## config.mk

```make
export PLATFORM = sky130hd
export DESIGN_NAME = data_abort_recorder
export DESIGN_NICKNAME = d
export VERILOG_FILES = /design/src/rtl/fsr_pkg.sv /design/src/rtl/abort_encoder.sv /design/src/rtl/fsr_control.sv /design/src/rtl/fsr_datapath.sv /design/src/rtl/data_abort_recorder.sv
export SDC_FILE = /design/constraint.sdc
export NUM_CORES = 1
export LEC_CHECK = 0
export CAP_MARGIN = 25
export CELL_PAD_IN_SITES_DETAIL_PLACEMENT = 1
export CELL_PAD_IN_SITES_GLOBAL_PLACEMENT = 1
export CORE_ASPECT_RATIO = 1.75
export CORE_MARGIN = 5
export CORE_UTILIZATION = 44
export CTS_BUF_LIST = sky130_fd_sc_hd__clkbuf_8 sky130_fd_sc_hd__clkbuf_16
export CTS_CLUSTER_DIAMETER = 50
export DETAILED_ROUTE_END_ITERATION = 8
export DONT_BUFFER_PORTS = 1
export PLACE_DENSITY = 0.78
export SLEW_MARGIN = 20
export SYNTH_ARGS = -nofsm -noshare
export SYNTH_HDL_FRONTEND = slang
export SYNTH_SLANG_ARGS = --single-unit
export TNS_END_PERCENT = 30
```

## constraint.sdc

```tcl
create_clock -name clk -period 1.9 [get_ports clk]
set_input_delay 0.19 -clock clk [delete_from_list [all_inputs] [get_ports clk]]
set_output_delay 0.19 -clock clk [all_outputs]
set_load 0.1 [all_outputs]
```

## src/rtl/fsr_pkg.sv

```systemverilog
package fsr_pkg;

  typedef enum logic [3:0] {
    FS_VECTOR      = 4'b0000,
    FS_ALIGN       = 4'b0001,
    FS_BUS_LINE_S  = 4'b0100,
    FS_TRANS_S     = 4'b0101,
    FS_BUS_LINE_P  = 4'b0110,
    FS_TRANS_P     = 4'b0111,
    FS_BUS_PLAIN_S = 4'b1000,
    FS_DOMAIN_S    = 4'b1001,
    FS_BUS_PLAIN_P = 4'b1010,
    FS_DOMAIN_P    = 4'b1011,
    FS_WALK_EXT_S  = 4'b1100,
    FS_PERM_S      = 4'b1101,
    FS_WALK_EXT_P  = 4'b1110,
    FS_PERM_P      = 4'b1111
  } fault_code_t;

  typedef struct packed {
    logic loadRecord;
    logic flagData;
    logic flagInstr;
  } rec_strobe_t;

endpackage

```

## src/rtl/abort_encoder.sv

```systemverilog
module abort_encoder
  import fsr_pkg::*;
#(
  parameter int VA_W    = 32,
  parameter int DOM_W   = 4,
  parameter int VEC_TOP = 5
) (
  input  logic              accIsData,
  input  logic [1:0]        accSize,
  input  logic [VA_W-1:0]   accAddr,
  input  logic              alignChkEn,
  input  logic              mode26,
  input  logic              pageWalk,
  input  logic              walkExtAbort,
  input  logic              walkInvalid,
  input  logic              domainDenied,
  input  logic              permDenied,
  input  logic              busExtAbort,
  input  logic              lineFetch,
  input  logic [DOM_W-1:0]  descDomain,
  output logic              anyFault,
  output fault_code_t       faultCode,
  output logic [DOM_W-1:0]  faultDom
);

  localparam int HI_W = VA_W - VEC_TOP;

  logic wordAcc, halfAcc, misAligned, vecHit, domOk;

  assign wordAcc    = accSize[1];
  assign halfAcc    = (accSize == 2'b01);
  assign misAligned = alignChkEn && accIsData &&
                      ((wordAcc && (accAddr[1:0] != 2'b00)) || (halfAcc && accAddr[0]));
  assign vecHit     = accIsData && mode26 && (accAddr[VA_W-1:VEC_TOP] == HI_W'(0));

  always_comb begin
    anyFault  = 1'b1;
    domOk     = 1'b1;
    faultCode = FS_VECTOR;
    if (misAligned) begin
      faultCode = FS_ALIGN;
      domOk     = 1'b0;
    end else if (vecHit) begin
      faultCode = FS_VECTOR;
      domOk     = 1'b0;
    end else if (walkExtAbort) begin
      faultCode = pageWalk ? FS_WALK_EXT_P : FS_WALK_EXT_S;
      domOk     = pageWalk;
    end else if (walkInvalid) begin
      faultCode = pageWalk ? FS_TRANS_P : FS_TRANS_S;
      domOk     = pageWalk;
    end else if (domainDenied) begin
      faultCode = pageWalk ? FS_DOMAIN_P : FS_DOMAIN_S;
    end else if (permDenied) begin
      faultCode = pageWalk ? FS_PERM_P : FS_PERM_S;
    end else if (busExtAbort) begin
      if (lineFetch) faultCode = pageWalk ? FS_BUS_LINE_P : FS_BUS_LINE_S;
      else           faultCode = pageWalk ? FS_BUS_PLAIN_P : FS_BUS_PLAIN_S;
    end else begin
      anyFault = 1'b0;
      domOk    = 1'b0;
    end
    faultDom = domOk ? descDomain : '0;
  end

endmodule

```

## src/rtl/fsr_control.sv

```systemverilog
module fsr_control
  import fsr_pkg::*;
(
  input  logic        clk,
  input  logic        rstN,
  input  logic        accValid,
  input  logic        accIsData,
  input  logic        anyFault,
  input  logic        abortAck,
  output rec_strobe_t strobe,
  output logic        dataAbort,
  output logic        prefetchAbort,
  output logic        abortPending
);

  logic pendingQ;

  always_comb begin
    strobe.flagData   = accValid && anyFault && accIsData;
    strobe.flagInstr  = accValid && anyFault && !accIsData;
    strobe.loadRecord = strobe.flagData && !pendingQ;
  end

  always_ff @(posedge clk) begin
    if (!rstN) begin
      pendingQ      <= 1'b0;
      dataAbort     <= 1'b0;
      prefetchAbort <= 1'b0;
    end else begin
      dataAbort     <= strobe.flagData;
      prefetchAbort <= strobe.flagInstr;
      if (strobe.loadRecord)  pendingQ <= 1'b1;
      else if (abortAck)      pendingQ <= 1'b0;
    end
  end

  assign abortPending = pendingQ;

  a_r9_pending_set: assert property (@(posedge clk) disable iff (!rstN)
    strobe.loadRecord |=> abortPending);

  a_r11_ack_clears: assert property (@(posedge clk) disable iff (!rstN)
    (abortPending && abortAck) |=> !abortPending);

  a_r10_flags_exclusive: assert property (@(posedge clk) disable iff (!rstN)
    !(dataAbort && prefetchAbort));

endmodule

```

## src/rtl/fsr_datapath.sv

```systemverilog
module fsr_datapath
  import fsr_pkg::*;
#(
  parameter int VA_W  = 32,
  parameter int DOM_W = 4
) (
  input  logic              clk,
  input  logic              rstN,
  input  rec_strobe_t       strobe,
  input  fault_code_t       faultCode,
  input  logic [DOM_W-1:0]  faultDom,
  input  logic [VA_W-1:0]   accAddr,
  input  logic [1:0]        accSize,
  output logic [3:0]        faultStatus,
  output logic [DOM_W-1:0]  faultDomain,
  output logic [VA_W-1:0]   faultAddr
);

  always_ff @(posedge clk) begin
    if (!rstN) begin
      faultStatus <= '0;
      faultDomain <= '0;
      faultAddr   <= '0;
    end else if (strobe.loadRecord) begin
      faultStatus <= faultCode;
      faultDomain <= faultDom;
      faultAddr   <= accAddr;
    end
  end

  a_r9_addr_captured: assert property (@(posedge clk) disable iff (!rstN)
    strobe.loadRecord |=> (faultAddr == $past(accAddr)));

  a_r2_byte_never_aligns: assert property (@(posedge clk) disable iff (!rstN)
    (strobe.loadRecord && accSize == 2'b00) |=> (faultStatus != 4'b0001));

endmodule

```

## src/rtl/data_abort_recorder.sv

```systemverilog
module data_abort_recorder
  import fsr_pkg::*;
#(
  parameter int VA_W    = 32,
  parameter int DOM_W   = 4,
  parameter int VEC_TOP = 5
) (
  input  logic              clk,
  input  logic              rstN,
  input  logic              accValid,
  input  logic              accIsData,
  input  logic [1:0]        accSize,
  input  logic [VA_W-1:0]   accAddr,
  input  logic              alignChkEn,
  input  logic              mode26,
  input  logic              pageWalk,
  input  logic              walkExtAbort,
  input  logic              walkInvalid,
  input  logic              domainDenied,
  input  logic              permDenied,
  input  logic              busExtAbort,
  input  logic              lineFetch,
  input  logic [DOM_W-1:0]  descDomain,
  input  logic              abortAck,
  output logic              dataAbort,
  output logic              prefetchAbort,
  output logic              abortPending,
  output logic [3:0]        faultStatus,
  output logic [DOM_W-1:0]  faultDomain,
  output logic [VA_W-1:0]   faultAddr
);

  logic             anyFault;
  fault_code_t      faultCode;
  logic [DOM_W-1:0] faultDom;
  rec_strobe_t      strobe;

  abort_encoder #(.VA_W(VA_W), .DOM_W(DOM_W), .VEC_TOP(VEC_TOP)) uEnc (
    .accIsData(accIsData), .accSize(accSize), .accAddr(accAddr),
    .alignChkEn(alignChkEn), .mode26(mode26), .pageWalk(pageWalk),
    .walkExtAbort(walkExtAbort), .walkInvalid(walkInvalid),
    .domainDenied(domainDenied), .permDenied(permDenied),
    .busExtAbort(busExtAbort), .lineFetch(lineFetch), .descDomain(descDomain),
    .anyFault(anyFault), .faultCode(faultCode), .faultDom(faultDom)
  );

  fsr_control uCtl (
    .clk(clk), .rstN(rstN), .accValid(accValid), .accIsData(accIsData),
    .anyFault(anyFault), .abortAck(abortAck), .strobe(strobe),
    .dataAbort(dataAbort), .prefetchAbort(prefetchAbort), .abortPending(abortPending)
  );

  fsr_datapath #(.VA_W(VA_W), .DOM_W(DOM_W)) uDp (
    .clk(clk), .rstN(rstN), .strobe(strobe), .faultCode(faultCode),
    .faultDom(faultDom), .accAddr(accAddr), .accSize(accSize),
    .faultStatus(faultStatus), .faultDomain(faultDomain), .faultAddr(faultAddr)
  );

  a_r11_record_frozen: assert property (@(posedge clk) disable iff (!rstN)
    abortPending |=> ($stable(faultAddr) && $stable(faultStatus) && $stable(faultDomain)));

  a_r10_fetch_keeps_record: assert property (@(posedge clk) disable iff (!rstN)
    (accValid && !accIsData) |=> ($stable(faultAddr) && $stable(faultStatus)));

  a_r10_fetch_no_pending: assert property (@(posedge clk) disable iff (!rstN)
    (accValid && !accIsData && !abortPending) |=> !abortPending);

endmodule

```

Yosys cells after proc, flatten, opt, wreduce, memory -nomap -nowiden. Cells that the tools add are included.

Flip-flop bits (word level): 43. Output and inout bits: 43.

Equality and inequality tests: 1. Multiplexer cells: 28. Reductions and logical operators: 16.

Operator list (number): $mux 4 (9); $logic_not 27->1 (1); $mux 1 (13); $mux 2 (6); $logic_and 1x1->1 (10); $reduce_bool 2->1 (2); $eq 2x1->1 const B (1); $logic_not 1->1 (2); $logic_or 1x1->1 (1).

Longest topological paths before layout.
Depth in word-level cells: 11. Mapped depth: 6. Gate-level depth less buffers: 5.

Hierarchy. Synthesis repeated with hierarchy kept, for this count alone.

Cells, all modules: 182. Area total of the unflattened synthesis: 1918.1 um^2.

Modules (own cells, without submodules): fsr_datapath (instances 1, cells each 129, area an instance 1557.7 um^2, seq. area each 800.8 um^2); abort_encoder (instances 1, cells each 41, area an instance 241.5 um^2, seq. area each 0.0 um^2); fsr_control (instances 1, cells each 12, area an instance 118.9 um^2, seq. area each 60.1 um^2).

Least setup slack after synthesis. Ideal clock, no wire load.

Path type: reg2reg. Start: reg uCtl.pendingQ, in the netlist uCtl.abortPending. End: reg uDp.faultDomain[0]. Setup time: 0.121 ns. Data arrival time: 1.837 ns. Required time: 1.779 ns. Setup slack: -0.058 ns. Cell stages (with the launch flop): 5. Path buffers: 1. Path through: dfxtp_1 > nand3b_1 > nor2_8 > buf_12 > mux2_4.

Word-level cells in the longest chain between the ends: 2.

RTL lines: from (decl) (RTL line fsr_control.sv:16) `logic pendingQ;`; from (signal assigned) (RTL line fsr_control.sv:26) `pendingQ <= 1'b0;`; from (signal assigned) (RTL line fsr_control.sv:32) `if (strobe.loadRecord) pendingQ <= 1'b1;`; from (signal assigned) (RTL line fsr_control.sv:33) `else if (abortAck) pendingQ <= 1'b0;`; $logic_not 1->1 (RTL line fsr_control.sv:21) `strobe.loadRecord = strobe.flagData && !pendingQ;`; $logic_and 1x1->1 (RTL line fsr_control.sv:21); to (signal assigned) (RTL line fsr_datapath.sv:26) `faultDomain <= faultDom;`; to (decl) (RTL line fsr_datapath.sv:15) `output logic [DOM_W-1:0] faultDomain,`.

No other way between the ends. A chain may end at the register's enable or synchronous reset.

Worst setup path in the final report.
Start: reg uCtl.pendingQ, in the netlist uCtl.abortPending. End: reg uDp.faultAddr[18].

Word-level cells in the longest chain between the ends: 2.

RTL lines: $logic_not 1->1 (RTL line fsr_control.sv:21); $logic_and 1x1->1 (RTL line fsr_control.sv:21); to (signal assigned) (RTL line fsr_datapath.sv:27) `faultAddr <= accAddr;`; to (decl) (RTL line fsr_datapath.sv:16) `output logic [VA_W-1:0] faultAddr`.

No other way between the ends.

==> results.txt <==
* Result of the run: finished clean
- Total CTS buffers: 5
- Largest net degree at the start of global routing: 79
- For this block, the routed nets add up to 5.189 mm of wire.
- Leaving out fill and tap cells, the most frequent cell in the layout is sky130_fd_sc_hd__nand2_1.
* Port-buffer cells: 0
- During synthesis, Yosys emitted a total of 0 warnings.
- In the routed design, unresolved DRC markers number 0.
- Endpoint required time on the critical path: 2.12 ns
- Number of enable-type register cells in the synthesized netlist: 0
- Number of instances in the synthesized netlist: 221
- Synth top area share: 0.4430
- Internal cell power: 1.322 mW
- Met2 demand-to-capacity share in global routing: 0.3350
- The average instance in the mapped netlist occupies 8.792 um^2.
- CP Class: reg2reg
* Average detailed-routed wire length per instance: 16.53 um
- STA puts the critical path data arrival time at 1.75 ns.
- First drt pass iteration count: 4
- Post-CTS Repair Setup Buffers: 0
* Clock root buffer master: sky130_fd_sc_hd__clkbuf_8
- In the global route stage, met1 resource usage came out at 0.1812.
* Post-layout util: 0.5464
* Total vias in the final route: 1640
* Power per unit of standard cell area: 869.4 nW/um^2
- CTS clock-pin slew for the worst setup and hold paths: 0.07 ns
- Path depth of the worst reg2reg path: 4
- Net count of the mapped netlist: 273
- Setup total negative slack on the finished layout was measured at 0 ns.
* Worst hold path cell count: 2
* Worst setup skew after layout: 0.001587 ns
* Pins Over Slew Limit: 0
- Multiplexer share of the synthesized area: 0.1958
- Height of the die: 97.91 um
- Clk Latency, worst-skew pair: 0.29 ns
- Post-synthesis sequential element count: 43
* Max capacitance violation total: 0
- Overflow left after global routing: 0
- By area the synthesized netlist is led by sky130_fd_sc_hd__dfxtp_1 44%, sky130_fd_sc_hd__mux2i_1 16%, sky130_fd_sc_hd__nand2_1 14%.
* Internal reg-to-reg setup slack: 0.37 ns
- The share of the Yosys chip area taken by registers is 0.4430.
- Slew @ Worst Pin: 0.4046 ns
- Initial antenna violation count: 0
- Top library cells by usage in the layout, fill and taps aside: 72 x sky130_fd_sc_hd__nand2_1, 45 x sky130_fd_sc_hd__buf_4, 42 x sky130_fd_sc_hd__dfxtp_1
- Post-synthesis compound-gate area fraction: 0.05344
- Routability-driven placement finished with a final weighted congestion of 0.8017.
- First element of the critical path: uCtl.abortPending$_SDFFE_PN0P_
* Static leakage: 1.032 nW
- Using the TritonRoute via totals, the vias-per-cell ratio works out to 5.223.
- The floorplan has 32 rows.
- After floorplanning, the core was sized to cover 4364 um^2.
* Syn Std Cell Area: 1943 um^2
- Unrepaired setup endpoints after global routing: false
- Area overhead of the layout relative to synthesis: 22.73%
- Along the worst path, the maximum fanout reaches 22.
- The first global-routing pass estimated 8.162 mm of wire.
- Of the total power, the clock network draws 0.258.
- In the finished design, the share of the clock period the worst path needs comes to 0.8051.
- Portion of total power attributed to combinational logic: 0.277
* Worst flop-to-flop path endpoint: uDp.faultAddr[18]$_SDFFE_PN0P_
- IR analysis of the VDD net gives a maximum drop of 572.5 uV.
- Full die area: 5898 um^2
* Final-report hold violation count: 0
* Met3 Resource Use GR: 0.06085
- The repair_antennas step left the layout with diodes totalling 0.
* Final-report setup violation count: 0
* Setup slack after placement: 0.02738 ns
* # clock sinks: 43
- Switching portion of total power: 0.3623
- The worst path needs 1.530 ns of the cycle, external delays included.
- Buffers inserted to repair hold after CTS numbered 1.
* Final antenna-violating net count: 0
- Number of primary I/O pins: 95
- Setup slack on the critical path of the routed design comes to 0.3704 ns.
* Die width: 60.24 um
- Aggregate global-route resource usage: 0.1831
- The share of total power dissipated in sequential elements is 0.465.
- In this run the critical register-to-register path is launched from uCtl.abortPending$_SDFFE_PN0P_.
- Capturing element type of the critical path: register
* Fmax: 653.8 MHz
- Of the total synthesized cell area, the portion taken by XOR and XNOR cells is 0.
* TritonCTS clock tree: yes
- Number of library cell types mapped by synthesis: 29
* Dominant combinational cell family by area after synthesis: simple AND/OR/NAND/NOR gates
- Number of global-route vias before repair: 1754
- After synthesis, the share of flip-flops with an asynchronous set or reset is 0.
* Switching power: 751.1 uW
* Endpoint, Worst Hold: uDp.faultAddr[20]$_SDFFE_PN0P_
* Dominant synthesized flop cell: sky130_fd_sc_hd__dfxtp_1
- First-iteration detailed-routing DRC count: 47
- Peak-usage layer in the global routing report: met2
- STA classifies the critical path startpoint as a register.
- After clock tree synthesis, the repair step resized 0 gates.
* Max clock buf depth: 2
- The final layout contains 316 nets.
* Number of H-tree levels: 2
- HPWL reported at the end of detailed placement: 4.009 mm
* Rel. slew slack: 0.7295
* Origin of the worst min-delay path: accAddr[20]
- Post-synth top area cell: sky130_fd_sc_hd__dfxtp_1
* Synth Area in Simple Gates: 0.2531
- Starting utilization of the core area: 0.4452
- Of the total synthesized cell area, the portion taken by full adders, half adders and majority gates is 0.
- Ratio of cells with drive above 1 in the final layout: 0.2281
* Path type of the worst min-delay path: in2reg
worst max-delay path, cell delays in order (launching register included):
cell	delay (ns)
sky130_fd_sc_hd__dfxtp_2	0.32
sky130_fd_sc_hd__nand3b_1	0.36
sky130_fd_sc_hd__nor2_8	0.31
sky130_fd_sc_hd__buf_12	0.22
sky130_fd_sc_hd__mux2i_1	0.21
power groups by stage:
stage               Clock [mW]  Sequential [mW]  Combinational (mW)
global placement             0            0.983               0.568
finish                   0.535            0.964               0.574
floorplan                    0             1.33               0.150
detailed placement           0            0.985               0.576
CTS                      0.554            0.964               0.579
global route             0.588            0.968               0.598
sequential cells by signal (all words and copies together), names as in the netlist:
name,flops
uDp.faultAddr,32
uDp.faultDomain,4
uDp.faultStatus,4
uCtl.abortPending,1
uCtl.dataAbort,1
uCtl.prefetchAbort,1
synth_stat cells, types with 2 or more instances:
cell type,n
sky130_fd_sc_hd__nand3b_1,2
sky130_fd_sc_hd__nor2_1,7
sky130_fd_sc_hd__dfxtp_1,43
sky130_fd_sc_hd__or4_1,2
sky130_fd_sc_hd__o21ai_0,7
sky130_fd_sc_hd__nor4_1,6
sky130_fd_sc_hd__mux2_4,4
sky130_fd_sc_hd__nor3_1,7
sky130_fd_sc_hd__mux2i_1,32
sky130_fd_sc_hd__nand4_1,2
sky130_fd_sc_hd__and2_1,4
sky130_fd_sc_hd__nand2_1,72
sky130_fd_sc_hd__a21oi_1,2
sky130_fd_sc_hd__clkbuf_1,8
sky130_fd_sc_hd__buf_6,3
sky130_fd_sc_hd__o21a_1,2
sky130_fd_sc_hd__inv_1,6
metal layers:
metal,wire [um],share of wire
met1,1846,0.36
met2,2888,0.56
met3,391,0.075
met4,63,0.012
met5,0,0
through the flow:
stage / instances / area, um^2 / hold WS [ns] / power (mW)
global route: 314 / 2385 / 0.002132 / 2.154
finish: 314 / 2385 / 0.02929 / 2.073
CTS: 314 / 2385 / 0.01827 / 2.097
floorplan: 221 / 1944 / 0.2624 / 1.476
global placement: 307 / 2302 / 0.2668 / 1.551
detailed placement: 307 / 2302 / 0.2661 / 1.561
kinds of logic (layout without fill, tap and decap cells):
group           after synthesis  after routing
simple gates                108            108
flops                        43             43
mux                          36             36
buf+inv                      18             60
compound gates               16             16
area by class of cell:
| cell class | count | area (um^2) |
|---|---|---|
| Sequential cell | 43 | 862.1 |
| Timing Repair Buffer | 48 | 387.9 |
| Multi-Input combinational cell | 160 | 975.9 |
| Inverter | 6 | 22.52 |
| Clock buffer | 5 | 68.82 |
| Tap cell | 51 | 63.81 |
| Clock inverter | 1 | 3.754 |
| Fill cell | 527 | 1979 |
worst max path at each step:
stage / to / slack, ns / depth (start not counted)
after floorplan: uDp.faultDomain[0]$_SDFFE_PN0P_ / 0.24 / 4
after global placement: uDp.faultAddr[29]$_SDFFE_PN0P_ / 0.10 / 6
after detailed placement: uDp.faultAddr[18]$_SDFFE_PN0P_ / 0.03 / 6
after CTS: uDp.faultAddr[18]$_SDFFE_PN0P_ / 0.33 / 6
after global routing: uDp.faultAddr[18]$_SDFFE_PN0P_ / 0.21 / 6
final: uDp.faultAddr[18]$_SDFFE_PN0P_ / 0.37 / 4
Power figures use the tool's default switching activity.
